===== config.mk =====
export PLATFORM = sky130hd
export DESIGN_NAME = dualrail_link
export DESIGN_NICKNAME = d
export VERILOG_FILES = /design/src/rtl/dualrail_pkg.sv /design/src/rtl/dualrail_detect.sv /design/src/rtl/dualrail_tx.sv /design/src/rtl/dualrail_rx.sv /design/src/rtl/dualrail_link.sv
export SDC_FILE = /design/constraint.sdc
export NUM_CORES = 1
export LEC_CHECK = 0
export ABC_AREA = 1
export BUFFER_PORTS_ARGS = -buffer_cell sky130_fd_sc_hd__buf_2
export CAP_MARGIN = 20
export CORE_AREA = 5 5 61 63
export CTS_BUF_LIST = sky130_fd_sc_hd__clkbuf_16
export DETAILED_ROUTE_END_ITERATION = 12
export DIE_AREA = 0 0 66 68
export GPL_TIMING_DRIVEN = 0
export PLACE_DENSITY = 0.86
export SLEW_MARGIN = 15
export SYNTH_ARGS = -nofsm -noshare
export SYNTH_HDL_FRONTEND = slang
export SYNTH_SLANG_ARGS = --single-unit

===== constraint.sdc =====
create_clock -name clk -period 2.8 [get_ports clk]
set_input_delay 0 -clock clk [delete_from_list [all_inputs] [get_ports clk]]
set_output_delay 0 -clock clk [all_outputs]
set_load 0.01 [all_outputs]

===== src/rtl/dualrail_pkg.sv =====
package dualrail_pkg;

    typedef enum logic [1:0] {
        TX_IDLE = 2'd0,
        TX_DATA = 2'd1,
        TX_RTZ  = 2'd2
    } tx_phase_e;

endpackage


===== src/rtl/dualrail_detect.sv =====
module dualrail_detect #(
    parameter int W = 8
) (
    input  logic [2*W-1:0] rails,
    output logic           all_valid,
    output logic           all_null,
    output logic           any_bad,
    output logic [W-1:0]   word
);
    logic [W-1:0] pair_valid;
    logic [W-1:0] pair_null;
    logic [W-1:0] pair_bad;

    for (genvar i = 0; i < W; i++) begin : g_pair
        logic r0;
        logic r1;
        assign r0            = rails[2*i];
        assign r1            = rails[2*i+1];
        assign pair_valid[i] = r0 ^ r1;
        assign pair_null[i]  = ~r0 & ~r1;
        assign pair_bad[i]   = r0 & r1;
        assign word[i]       = r1;
    end

    assign all_valid = &pair_valid;
    assign all_null  = &pair_null;
    assign any_bad   = |pair_bad;
endmodule


===== src/rtl/dualrail_tx.sv =====
module dualrail_tx
    import dualrail_pkg::*;
#(
    parameter int W = 8
) (
    input  logic           clk,
    input  logic           rst_n,
    input  logic           in_valid,
    output logic           in_ready,
    input  logic [W-1:0]   in_data,
    input  logic           ack,
    output logic [2*W-1:0] rails
);
    localparam int NR = 2 * W;

    typedef struct packed {
        tx_phase_e       phase;
        logic [NR-1:0]   rails;
    } tx_state_t;

    tx_state_t s_d, s_q;

    function automatic logic [NR-1:0] encode(input logic [W-1:0] d);
        logic [NR-1:0] r;
        for (int i = 0; i < W; i++) begin
            r[2*i]   = ~d[i];
            r[2*i+1] = d[i];
        end
        return r;
    endfunction

    assign in_ready = (s_q.phase == TX_IDLE) && !ack;
    assign rails    = s_q.rails;

    always_comb begin
        s_d = s_q;
        case (s_q.phase)
            TX_IDLE: begin
                if (in_valid && !ack) begin
                    s_d.rails = encode(in_data);
                    s_d.phase = TX_DATA;
                end
            end
            TX_DATA: begin
                if (ack) begin
                    s_d.rails = '0;
                    s_d.phase = TX_RTZ;
                end
            end
            TX_RTZ: begin
                if (!ack) s_d.phase = TX_IDLE;
            end
            default: begin
                s_d.rails = '0;
                s_d.phase = TX_IDLE;
            end
        endcase
    end

    always_ff @(posedge clk) begin
        if (!rst_n) begin
            s_q.phase <= TX_IDLE;
            s_q.rails <= '0;
        end else begin
            s_q <= s_d;
        end
    end
endmodule


===== src/rtl/dualrail_rx.sv =====
module dualrail_rx #(
    parameter int W = 8
) (
    input  logic           clk,
    input  logic           rst_n,
    input  logic [2*W-1:0] rails,
    output logic           ack,
    output logic           out_valid,
    output logic [W-1:0]   out_data,
    output logic           err_flag
);
    typedef struct packed {
        logic         ack;
        logic         strobe;
        logic [W-1:0] data;
        logic         err;
    } rx_state_t;

    rx_state_t s_d, s_q;

    logic         all_valid;
    logic         all_null;
    logic         any_bad;
    logic [W-1:0] word;

    dualrail_detect #(.W(W)) u_det (
        .rails     (rails),
        .all_valid (all_valid),
        .all_null  (all_null),
        .any_bad   (any_bad),
        .word      (word)
    );

    always_comb begin
        s_d        = s_q;
        s_d.strobe = 1'b0;
        s_d.err    = s_q.err | any_bad;
        if (!s_q.ack) begin
            if (all_valid) begin
                s_d.ack    = 1'b1;
                s_d.strobe = 1'b1;
                s_d.data   = word;
            end
        end else if (all_null) begin
            s_d.ack = 1'b0;
        end
    end

    always_ff @(posedge clk) begin
        if (!rst_n) begin
            s_q.ack    <= 1'b0;
            s_q.strobe <= 1'b0;
            s_q.data   <= '0;
            s_q.err    <= 1'b0;
        end else begin
            s_q <= s_d;
        end
    end

    assign ack       = s_q.ack;
    assign out_valid = s_q.strobe;
    assign out_data  = s_q.data;
    assign err_flag  = s_q.err;
endmodule


===== src/rtl/dualrail_link.sv =====
module dualrail_link #(
    parameter int W = 8
) (
    input  logic             clk,
    input  logic             rst_n,
    input  logic             in_valid,
    output logic             in_ready,
    input  logic [W-1:0]     in_data,
    input  logic [2*W-1:0]   fault_mask,
    output logic [2*W-1:0]   chan_rails,
    output logic             chan_ack,
    output logic             out_valid,
    output logic [W-1:0]     out_data,
    output logic             err_flag
);
    logic [2*W-1:0] tx_rails;
    logic           ack_w;

    dualrail_tx #(.W(W)) u_tx (
        .clk      (clk),
        .rst_n    (rst_n),
        .in_valid (in_valid),
        .in_ready (in_ready),
        .in_data  (in_data),
        .ack      (ack_w),
        .rails    (tx_rails)
    );

    assign chan_rails = tx_rails ^ fault_mask;

    dualrail_rx #(.W(W)) u_rx (
        .clk       (clk),
        .rst_n     (rst_n),
        .rails     (chan_rails),
        .ack       (ack_w),
        .out_valid (out_valid),
        .out_data  (out_data),
        .err_flag  (err_flag)
    );

    assign chan_ack = ack_w;
endmodule


==> metrics.txt, run 1 <==
largest net degree at the start of global routing 11; Syn Inst Count ~240; CTS tree yes; Final Skew 3.29 ps; antenna violations before repair 0; predominant post-synthesis flop cell dfxtp_1; routability cong. roughly 0.9; Worst Max-Slew Pin Slew ~600 ps; share of layout cells above drive strength 1 between 20% and 30%; Hold Crit Class in2reg; most numerous cell in the Yosys netlist nand2_1; yosys warns 0; CP Launch Type flop; Chip Height around 68 µm; DRC 0; crit share post-route a little under two thirds; Post-synth EDFFs 0; leakage 1.15 nW; Crit Path Category reg2reg; synth unique cells 24; Switching Share approximately 28%; VDD IR-drop max ~0.45 mV; port bufs 53; sw power 325 µW; total power divided by cell area 574 nW/µm²; via count 1602; Logic pwr share a little under 20%; crit end category flop; grt ovf 0; number of routed nets with antenna violations 0; Clock Latency Late Sink 270 ps; root buf cell clkbuf_16; setup TNS 0 ps; syn nets 273; CTS H-tree lvls 2; core area approximately 3200 µm²; PostCTS Resize Cnt 0; Pint approximately 840 µW; Max Slew Vio Count 0; Layout area overhead 29.2%; 1st-iter DRT viols between 60 and 70; Hold Fails Final Rpt 0; CTS max path bufs 2; critical path arrival between 1500 and 2000 ps; Yosys top cell area share a little under two fifths; DP HPWL 2950 µm; Req. time, crit path roughly 3000 ps; area leader, netlist dfxtp_1; global-route wire length before repair approximately 6300 µm; Tmin final 1780 ps; sequential power share between 30% and 40%; Row Count 21; maximum operating frequency 0.562 GHz; die area 4490 µm²; I/O pin cnt 55; Setup-failing EPs final 0; via density per instance 4.66; FILL cells slightly below 300; hold buffers post-CTS 0; total power 1.17 mW; Starting Density between 40% and 50%; drt total wl 3910 µm; clock share of power roughly two fifths; register area share after synthesis between 30% and 40%; ys async rst share 0%; Multi-input gate area 826 µm²; CP max FO 10; total of max-cap violations 0; Reg area ~580 µm²; Synth top cells by count nand2_1 (66), nor2_1 (40), inv_1 (38), dfxtp_1 (29), a21oi_1 (16); Tot GR Track Use 19.1%; syn avg cell area between 6 and 7 µm²; flops & latches, synth 29; outcome complete, no violations; dominant cells by area after synthesis dfxtp_1 (37%), nand2_1 (16%), nor2_1 (9.5%), inv_1 (9.1%), ha_1 (7.1%); vias in the first global route 1447; n_diodes 0; cts bufs inserted 5; Avg WL per Cell about 11 µm; Layout Nets 333; Clock Pin Slew Worst Setup and Hold Paths approximately 50 ps; # clock sinks 29; Worst slew margin ~60%; 1st-pass router iterations 5; Die X about 66 µm; Cell Area, Synth 1580 µm²; setup bufs post-CTS 0; RSZ-0062 raised after global routing false
==> final timing paths <==
path                  start                to  slack [ps]  cells past startpoint
max           u_tx.rails[1]  u_rx.out_data[1]        1020                      9
min              in_data[7]    u_tx.rails[14]           5                      4
max reg2reg   u_tx.rails[1]  u_rx.out_data[1]        1020                      9
min reg2reg  u_tx.rails[15]    u_tx.rails[15]         480                      2
==> sequential cells by signal (all words and copies together) (netlist names) <==
register,cells
u_rx.ack,1
u_rx.err_flag,1
u_rx.out_data,8
u_rx.out_valid,1
u_tx.rails,16
u_tx.s_q,2
==> worst max-delay path, stage by stage, from the launching register on <==
cell and delay, ps:
dfxtp_1 340, xor2_1 270, inv_1 130, ha_1 300, nand2_1 50, nor2_1 120, nand2_2 150, inv_2 150
o21ai_0 90, nor2_1 120
==> logic make-up (layout without fill, tap and decap cells) <==
family / count (synthesis) / after routing / synth area share [%]
AO/OA/AOI/OAI: 29 / 29 / 11.6
buffers and inverters: 45 / 106 / 10.7
adder cells (fa/ha/maj): 9 / 9 / 7.15
flip-flops: 29 / 29 / 36.9
AND/OR/NAND/NOR: 122 / 122 / 32.0
XOR/XNOR: 3 / 3 / 1.67
==> cells in the final DEF, fill, tap and decap left out <==
cell / instances
inv_1: 41
o21ai_0: 7
a31oi_1: 1
a21oi_2: 3
nand2_4: 1
nor3_1: 1
nand3_1: 2
nand2_2: 2
buf_1: 1
buf_2: 53
xnor2_1: 1
o21ai_4: 1
xor2_1: 2
or2_1: 7
nor2_1: 40
nand2_1: 66
nor2_4: 1
dfxtp_1: 29
clkbuf_16: 5
ha_1: 9
a21oi_1: 16
nand4_1: 1
inv_2: 4
nor4_1: 1
clkbuf_1: 2
a21boi_4: 1
==> power groups by stage <==
stage          Combinational (mW)  Clock, mW  Sequential (mW)
3_5_place_dp                0.224          0            0.460
4_1_cts                     0.227      0.495            0.452
6_report                    0.226      0.490            0.453
2_1_floorplan               0.142          0            0.459
3_3_place_gp                0.216          0            0.459
5_1_grt                     0.256      0.518            0.455
==> metal layers <==
| metal | track usage (%) | vias to the layer above | wire length, µm |
|---|---|---|---|
| li1 | - | 840 | - |
| met1 | 20.9 | 699 | 1680 |
| met2 | 32.0 | 58 | 1860 |
| met3 | 8.05 | 5 | 307 |
| met4 | 9.39 | 0 | 67 |
| met5 | 0 | - | 0 |
==> per-stage QoR <==
stage	instance area (µm²)	hold WS (ps)	cells	utilization [%]	setup slack, ps
after floorplan	1580	101	237	-	1210
after global placement	1900	276	336	59.7	1090
after detailed placement	1900	291	336	59.7	1040
after CTS	2030	2.84	344	64.0	1030
after global routing	2030	31.7	344	64.0	869
final	2030	5.50	344	64.0	1020
==> final cells by class <==
| type | count | area share, % |
|---|---|---|
| multi-input cells | 163 | 40.6 |
| flip-flops and latches | 29 | 28.5 |
| clock buffers | 5 | 6.15 |
| well taps | 46 | 2.83 |
| repair buffers | 53 | 13.0 |
| inverters | 42 | 7.75 |
| plain buffers | 3 | 0.554 |
| clock inverters | 3 | 0.554 |
Power figures use the tool's default switching activity.
==> run 2, diff against run 1 <==
Settings changed: CORE_AREA 5 5 61 63 to 5 5 66 68, DIE_AREA 0 0 66 68 to 0 0 71 73, PLACE_DENSITY 0.86 to 0.77.
Clock period 2.8 ns to 1.6 ns, I/O delays scaled along.
==> run 2 against run 1 <==
Sequential share of layout area shrank 2.3 points. Clock power grew 76%. Highest routed layer unchanged. Power grew 82%. Maximum frequency grew 9.9%. The run now ends with negative hold slack, negative setup slack left. Register-to-register slack lost 1000 ps. Non-clock buffer count grew 8. Critical path depth is the same. Via count grew 3.3%. Count of clock-buffer cells in the layout is the same. Sequential cell count is the same.
==> metrics.txt, run 2 (synthesis gave the netlist of run 1 again) <==
1st-pass router iterations 4 (was 5); Starting Density 41.5% (was 49.5%); via count 1655 (was 1602); via density per instance 4.65 (was 4.66); drt total wl 4250 µm (was 3910 µm); Post-Place Cells 340 (was 336); DRC 0 (unchanged); largest net degree at the start of global routing 11 (unchanged); Reg area 594 µm² (was 581 µm²); # clock sinks 29 (unchanged); total of max-cap violations 0 (unchanged); R2R cell count 9 (unchanged); Crit Path Category reg2reg (unchanged); port bufs 53 (unchanged); Max Slew Vio Count 0 (unchanged); Req. time, crit path 1770 ps (was 3010 ps); outcome finished with violations (was complete, no violations); share of layout cells above drive strength 1 40.2% (was 23.8%); leakage 1.19 nW (was 1.15 nW); Worst slew margin 57.7% (was 60.1%); failing checks negative hold slack, negative setup slack; critical path arrival 1780 ps (was 1990 ps); CP Launch Type flop (unchanged); number of routed nets with antenna violations 0 (unchanged); Tot GR Track Use 16.6% (was 19.1%); Reg with most FFs u_tx.rails (unchanged); met2 Use GR 28.9% (was 32.0%); cell-by-cell trace of the critical path xnor2_2 -> inv_1 -> ha_1 -> nand4_1 -> nor2_1 -> nand2_2 -> buf_6 -> nor2_2 -> nor2_1 (was xor2_1 -> inv_1 -> ha_1 -> nand2_1 -> nor2_1 -> nand2_2 -> inv_2 -> o21ai_0 -> nor2_1); CP max FO 6 (was 10); routing usage on met3 5.79% (was 8.05%); hold_ws -4.81 ps (was 5.50 ps); Hold Crit Class in2reg (unchanged); grt ovf 0 (unchanged); Hold Fails Final Rpt 1 (was 0); 1st-iter DRT viols 56 (was 69); Clock Pin Slew Worst Setup and Hold Paths 50 ps (about the same); hold path depth 4 (unchanged); FILL cells 374 (was 290); CTS H-tree lvls 2 (unchanged); most frequent cells in the layout nand2_1 (58), buf_2 (53), inv_1 (34) (was nand2_1 (66), buf_2 (53), inv_1 (41)); worst setup margin -17.6 ps (was 1020 ps); Critical Path Most Common Cell nor2_1 (unchanged); Clock Latency Late Sink 270 ps (about the same); DP HPWL 3080 µm (was 2950 µm); crit share post-route 101% (was 63.5%); n_diodes 0 (unchanged); Setup-failing EPs final 6 (was 0); I/O pin cnt 55 (unchanged); antenna violations before repair 0 (unchanged); Die X 71 µm (was 66 µm); core area 3800 µm² (was 3180 µm²); cts bufs inserted 5 (unchanged); Chip Height 73 µm (was 68 µm); delay-heaviest family, CP simple AND/OR/NAND/NOR gates (unchanged); routability cong. 0.788 (was 0.896); Worst Path Buf+Inv 2 (unchanged); capturing point of the worst reg2reg path u_rx.out_data[3] (was u_rx.out_data[1]); Layout Nets 341 (was 333); grt met1 use 19.5% (was 20.9%); RSZ-0062 raised after global routing true (was false); max incr delay on CP 320 ps (was 340 ps); post-route insts no fill 356 (was 344); die area 5180 µm² (was 4490 µm²); CTS tree yes (unchanged); Worst Max-Slew Pin Slew 635 ps (was 598 ps); Worst Min Path Start in_data[7] (unchanged); reg2reg start u_tx.rails[8] (was u_tx.rails[1]); max reg flops 16 (unchanged); hold buffers post-CTS 0 (unchanged); Final Core Density 59.6% (was 64.0%); total power divided by cell area 943 nW/µm² (was 574 nW/µm²); Layout area overhead 43.6% (was 29.2%); Multi-input gate area 961 µm² (was 826 µm²); Avg WL per Cell 11.9 µm (was 11.4 µm); crit end category flop (unchanged); Row Count 23 (was 21); CP startpoint u_tx.rails[8] (was u_tx.rails[1]); Tmin final 1620 ps (was 1780 ps); most common cell after layout, fill and taps aside nand2_1 (unchanged); Crit-path slowest cell dfxtp_2 (was dfxtp_1); Hold EP u_tx.rails[14] (unchanged); gr busiest metal met2 (unchanged); vias in the first global route 1562 (was 1447); VDD IR-drop max 0.594 mV (was 0.453 mV); CTS max path bufs 2 (unchanged); Final Skew 4.26 ps (was 3.29 ps); setup TNS -62.4 ps (was 0 ps); global-route wire length before repair 6770 µm (was 6270 µm); maximum operating frequency 0.618 GHz (was 0.562 GHz); Worst R2R Setup Slack -20 ps (was 1020 ps); root buf cell clkbuf_16 (unchanged)
==> run 2: cell types whose count changed in the layout (fill, tap and decap cells not counted), sizes merged <==
cell    change
buf         +8
clkinv      +4
inv         -4
==> run 2: worst max-delay path by stage <==
stage | end | depth (start not counted)
3_5_place_dp | u_rx.out_data[2] | 9
6_report | u_rx.out_data[3] | 9
5_1_grt | u_rx.out_data[2] | 9
3_3_place_gp | u_rx.out_data[6] | 9
2_1_floorplan | u_rx.out_data[1] | 9
4_1_cts | u_rx.out_data[7] | 9
==> run 2: area by class of cell <==
cell class              count  area share, %
clock inverters             3          0.553
repair buffers             61           14.7
flip-flops and latches     29           26.3
clock buffers               5           5.53
inverters                  42           7.19
plain buffers               3          0.498
well taps                  50           2.77
multi-input cells         163           42.5
==> run 2: power breakdown <==
group / internal (mW) / switching, mW
clock network: 0.560 / 0.304
registers: 0.768 / 0.0321
logic: 0.198 / 0.272
==> run 2: worst min-delay path, delay by kind of cell <==
| family | cells | cell delay (ps) |
|---|---|---|
| buffers and inverters | 1 | 70 |
| and+or+nand+nor | 3 | 160 |
==> run 2: per-stage QoR <==
stage	total power [mW]	setup slack [ps]	cell area, µm²
floorplan	1.05	5.58	1580
global placement	1.19	-124	1900
detailed placement	1.20	-131	1900
CTS	2.09	2.13	2100
global route	2.25	-94.5	2260
finish	2.13	-17.6	2260
==> run 2: layer usage <==
metal / up-vias / share of wire (%) / wire length (µm)
li1: 850 / - / -
met1: 755 / 42 / 1780
met2: 46 / 50 / 2120
met3: 4 / 7.4 / 314
met4: 0 / 0.78 / 33
met5: - / 0 / 0
==> run 2: timing repair <==
item | CTS | global route
buffers inserted | 4 | 4
hold endpoints to repair | 0 | 0
endpoints found under the setup margin | 9 | 9
pin swaps | 3 | 21
resized for setup | 5 | 55
==> run 3, diff against run 2 <==
Settings changed: CORE_AREA 5 5 66 68 to 5 5 63 65, DIE_AREA 0 0 71 73 to 0 0 68 70, PLACE_DENSITY 0.77 to 0.81.
Clock period 1.6 ns to 1.75 ns, I/O delays scaled along.
==> run 3 against run 2 <==
The run now ends clean. Clock power fell by 11%. Cell area fell by 5.1%. Sequential share of layout area rose by 1.0 points. Setup slack improved by 98 ps. Maximum frequency fell by 3.1%. Sequential cell count did not move. Cell count fell by 2.2%. Core utilization rose by 5.8 points. Sequential power fell by 8.9%. Count of clock-buffer cells in the layout did not move.
==> metrics.txt, run 3 (synthesis gave the netlist of run 1 again) <==
most common cell after layout, fill and taps aside nand2_1 (unchanged); routability cong. 0.848 (was 0.788); DP HPWL 2970 µm (was 3080 µm); 1st-iter DRT viols 73 (was 56); Die X 68 µm (was 71 µm); Hold Crit Class in2reg (unchanged); critical path arrival 1840 ps (was 1780 ps); Crit Path Category reg2reg (unchanged); Post-DP Area 1900 µm² (about the same); CP Launch Type flop (unchanged); hold buffers post-CTS 0 (unchanged); VDD IR-drop max 0.491 mV (was 0.594 mV); root buf cell clkbuf_16 (unchanged); global-route wire length before repair 6570 µm (was 6770 µm); core area 3280 µm² (was 3800 µm²); # clock sinks 29 (unchanged); CTS max path bufs 2 (unchanged); crit share post-route 95.4% (was 101%); RSZ-0062 raised after global routing true (unchanged); Req. time, crit path 1920 ps (was 1770 ps); outcome complete, no violations (was finished with violations); vias in the first global route 1512 (was 1562); Worst R2R Setup Slack 80 ps (was -20 ps); largest net degree at the start of global routing 11 (unchanged); share of layout cells above drive strength 1 31.1% (was 40.2%); cts bufs inserted 5 (unchanged); CP max FO 8 (was 6); Chip Height 70 µm (was 73 µm); Layout Nets 338 (was 341); Setup-failing EPs final 0 (was 6); Hold EP u_tx.rails[8] (was u_tx.rails[14]); Tmin final 1670 ps (was 1620 ps); Final Skew 1.97 ps (was 4.26 ps); most frequent cells in the layout nand2_1 (61), buf_2 (53), nor2_1 (38) (was nand2_1 (58), buf_2 (53), inv_1 (34)); total power divided by cell area 884 nW/µm² (was 943 nW/µm²); reg2reg start u_tx.rails[9] (was u_tx.rails[8]); Worst Max-Slew Pin Slew 595 ps (was 635 ps); Worst Min Path Start in_data[4] (was in_data[7]); maximum operating frequency 0.599 GHz (was 0.618 GHz); 1st-pass router iterations 4 (unchanged); Tot GR Track Use 18.2% (was 16.6%); crit end category flop (unchanged); port bufs 53 (unchanged); antenna violations before repair 0 (unchanged); R2R cell count 10 (was 9); n_diodes 0 (unchanged); via count 1601 (was 1655); Avg WL per Cell 11.5 µm (was 11.9 µm); die area 4760 µm² (was 5180 µm²); worst setup margin 80.5 ps (was -17.6 ps); Row Count 21 (was 23); Max Slew Vio Count 0 (unchanged); hold_ws 2.32 ps (was -4.81 ps); Clock Pin Slew Worst Setup and Hold Paths 50 ps (about the same); hold path depth 3 (was 4); Starting Density 48.0% (was 41.5%); grt ovf 0 (unchanged); leakage 1.17 nW (was 1.19 nW); CTS H-tree lvls 2 (unchanged); via density per instance 4.60 (was 4.65); Worst slew margin 60.3% (was 57.7%); dpl ws 12.6 ps (was -131 ps); post-route cell area 2150 µm² (was 2260 µm²); DRC 0 (unchanged); capturing point of the worst reg2reg path u_rx.out_data[1] (was u_rx.out_data[3]); Clock Latency Late Sink 270 ps (about the same); number of routed nets with antenna violations 0 (unchanged); max reg flops 16 (unchanged); drt total wl 4010 µm (was 4250 µm); I/O pin cnt 55 (unchanged); CTS tree yes (unchanged); Hold Fails Final Rpt 0 (was 1); total of max-cap violations 0 (unchanged); total power 1.90 mW (was 2.13 mW); Layout area overhead 36.3% (was 43.6%); Reg with most FFs u_tx.rails (unchanged)
[run 3: changes by cell type in the layout (fill, tap and decap cells not counted), sizes merged]
cell,before,now
clkinv,4,1
buf,62,59
inv,41,43
[run 3: layout make-up]
class	instances	area [µm²]
Buffer	3	11.3
Clock buffer	5	125
Clock inverter	2	7.51
Fill cell	289	1140
Inverter	42	160
Multi-Input combinational cell	163	893
Sequential cell	29	586
Tap cell	46	57.6
Timing Repair Buffer	58	307
[run 3: critical path, cell delays in order, from the launching register on]
cell,delay (ps)
dfxtp_1,350
inv_1,60
nand2_1,70
nand2_2,100
ha_1,300
nand4_1,90
nor2_1,130
nand2_2,160
buf_6,160
nor2_1,90
nor2_1,50
[run 3: timing repair]
| action | in CTS | in global routing |
|---|---|---|
| pin swaps | 0 | 9 |
| gates resized for setup | 2 | 23 |
| setup buffers | 0 | 5 |
| gates cloned | 0 | 0 |
| setup endpoints to repair | 7 | 9 |
[run 3: layer usage]
layer | routed length, µm | GRT usage (%) | vias to the layer above
li1 | - | - | 848
met1 | 1690 | 20.6 | 703
met2 | 1990 | 29.2 | 43
met5 | 0 | 0 | -
met3 | 273 | 6.73 | 7
met4 | 56 | 8.83 | 0
[run 3: worst max-delay path by stage]
stage	start	to	slack (ps)
after detailed placement	u_tx.rails[1]	u_rx.out_data[1]	10
final	u_tx.rails[9]	u_rx.out_data[1]	80
after global placement	u_tx.rails[1]	u_rx.out_data[6]	30
after floorplan	u_tx.rails[1]	u_rx.out_data[1]	160
after CTS	u_tx.rails[0]	u_rx.out_data[1]	4
after global routing	u_tx.rails[9]	u_rx.out_data[5]	-50
[run 3: metrics by stage]
step / instances / setup TNS [ps] / utilization (%)
2_1_floorplan: 237 / 0 / -
3_3_place_gp: 336 / 0 / 57.8
3_5_place_dp: 336 / 0 / 57.8
4_1_cts: 343 / 0 / 62.3
5_1_grt: 348 / -327 / 65.4
6_report: 348 / 0 / 65.4
[run 3: report_power, final]
| part | leakage [nW] | total (mW) | internal, mW | switching [mW] |
|---|---|---|---|---|
| logic | 0.863 | 0.396 | 0.167 | 0.229 |
| registers | 0.239 | 0.729 | 0.700 | 0.0293 |
| clock network | 0.0685 | 0.772 | 0.505 | 0.268 |
| total | 1.17 | 1.90 | 1.37 | 0.527 |
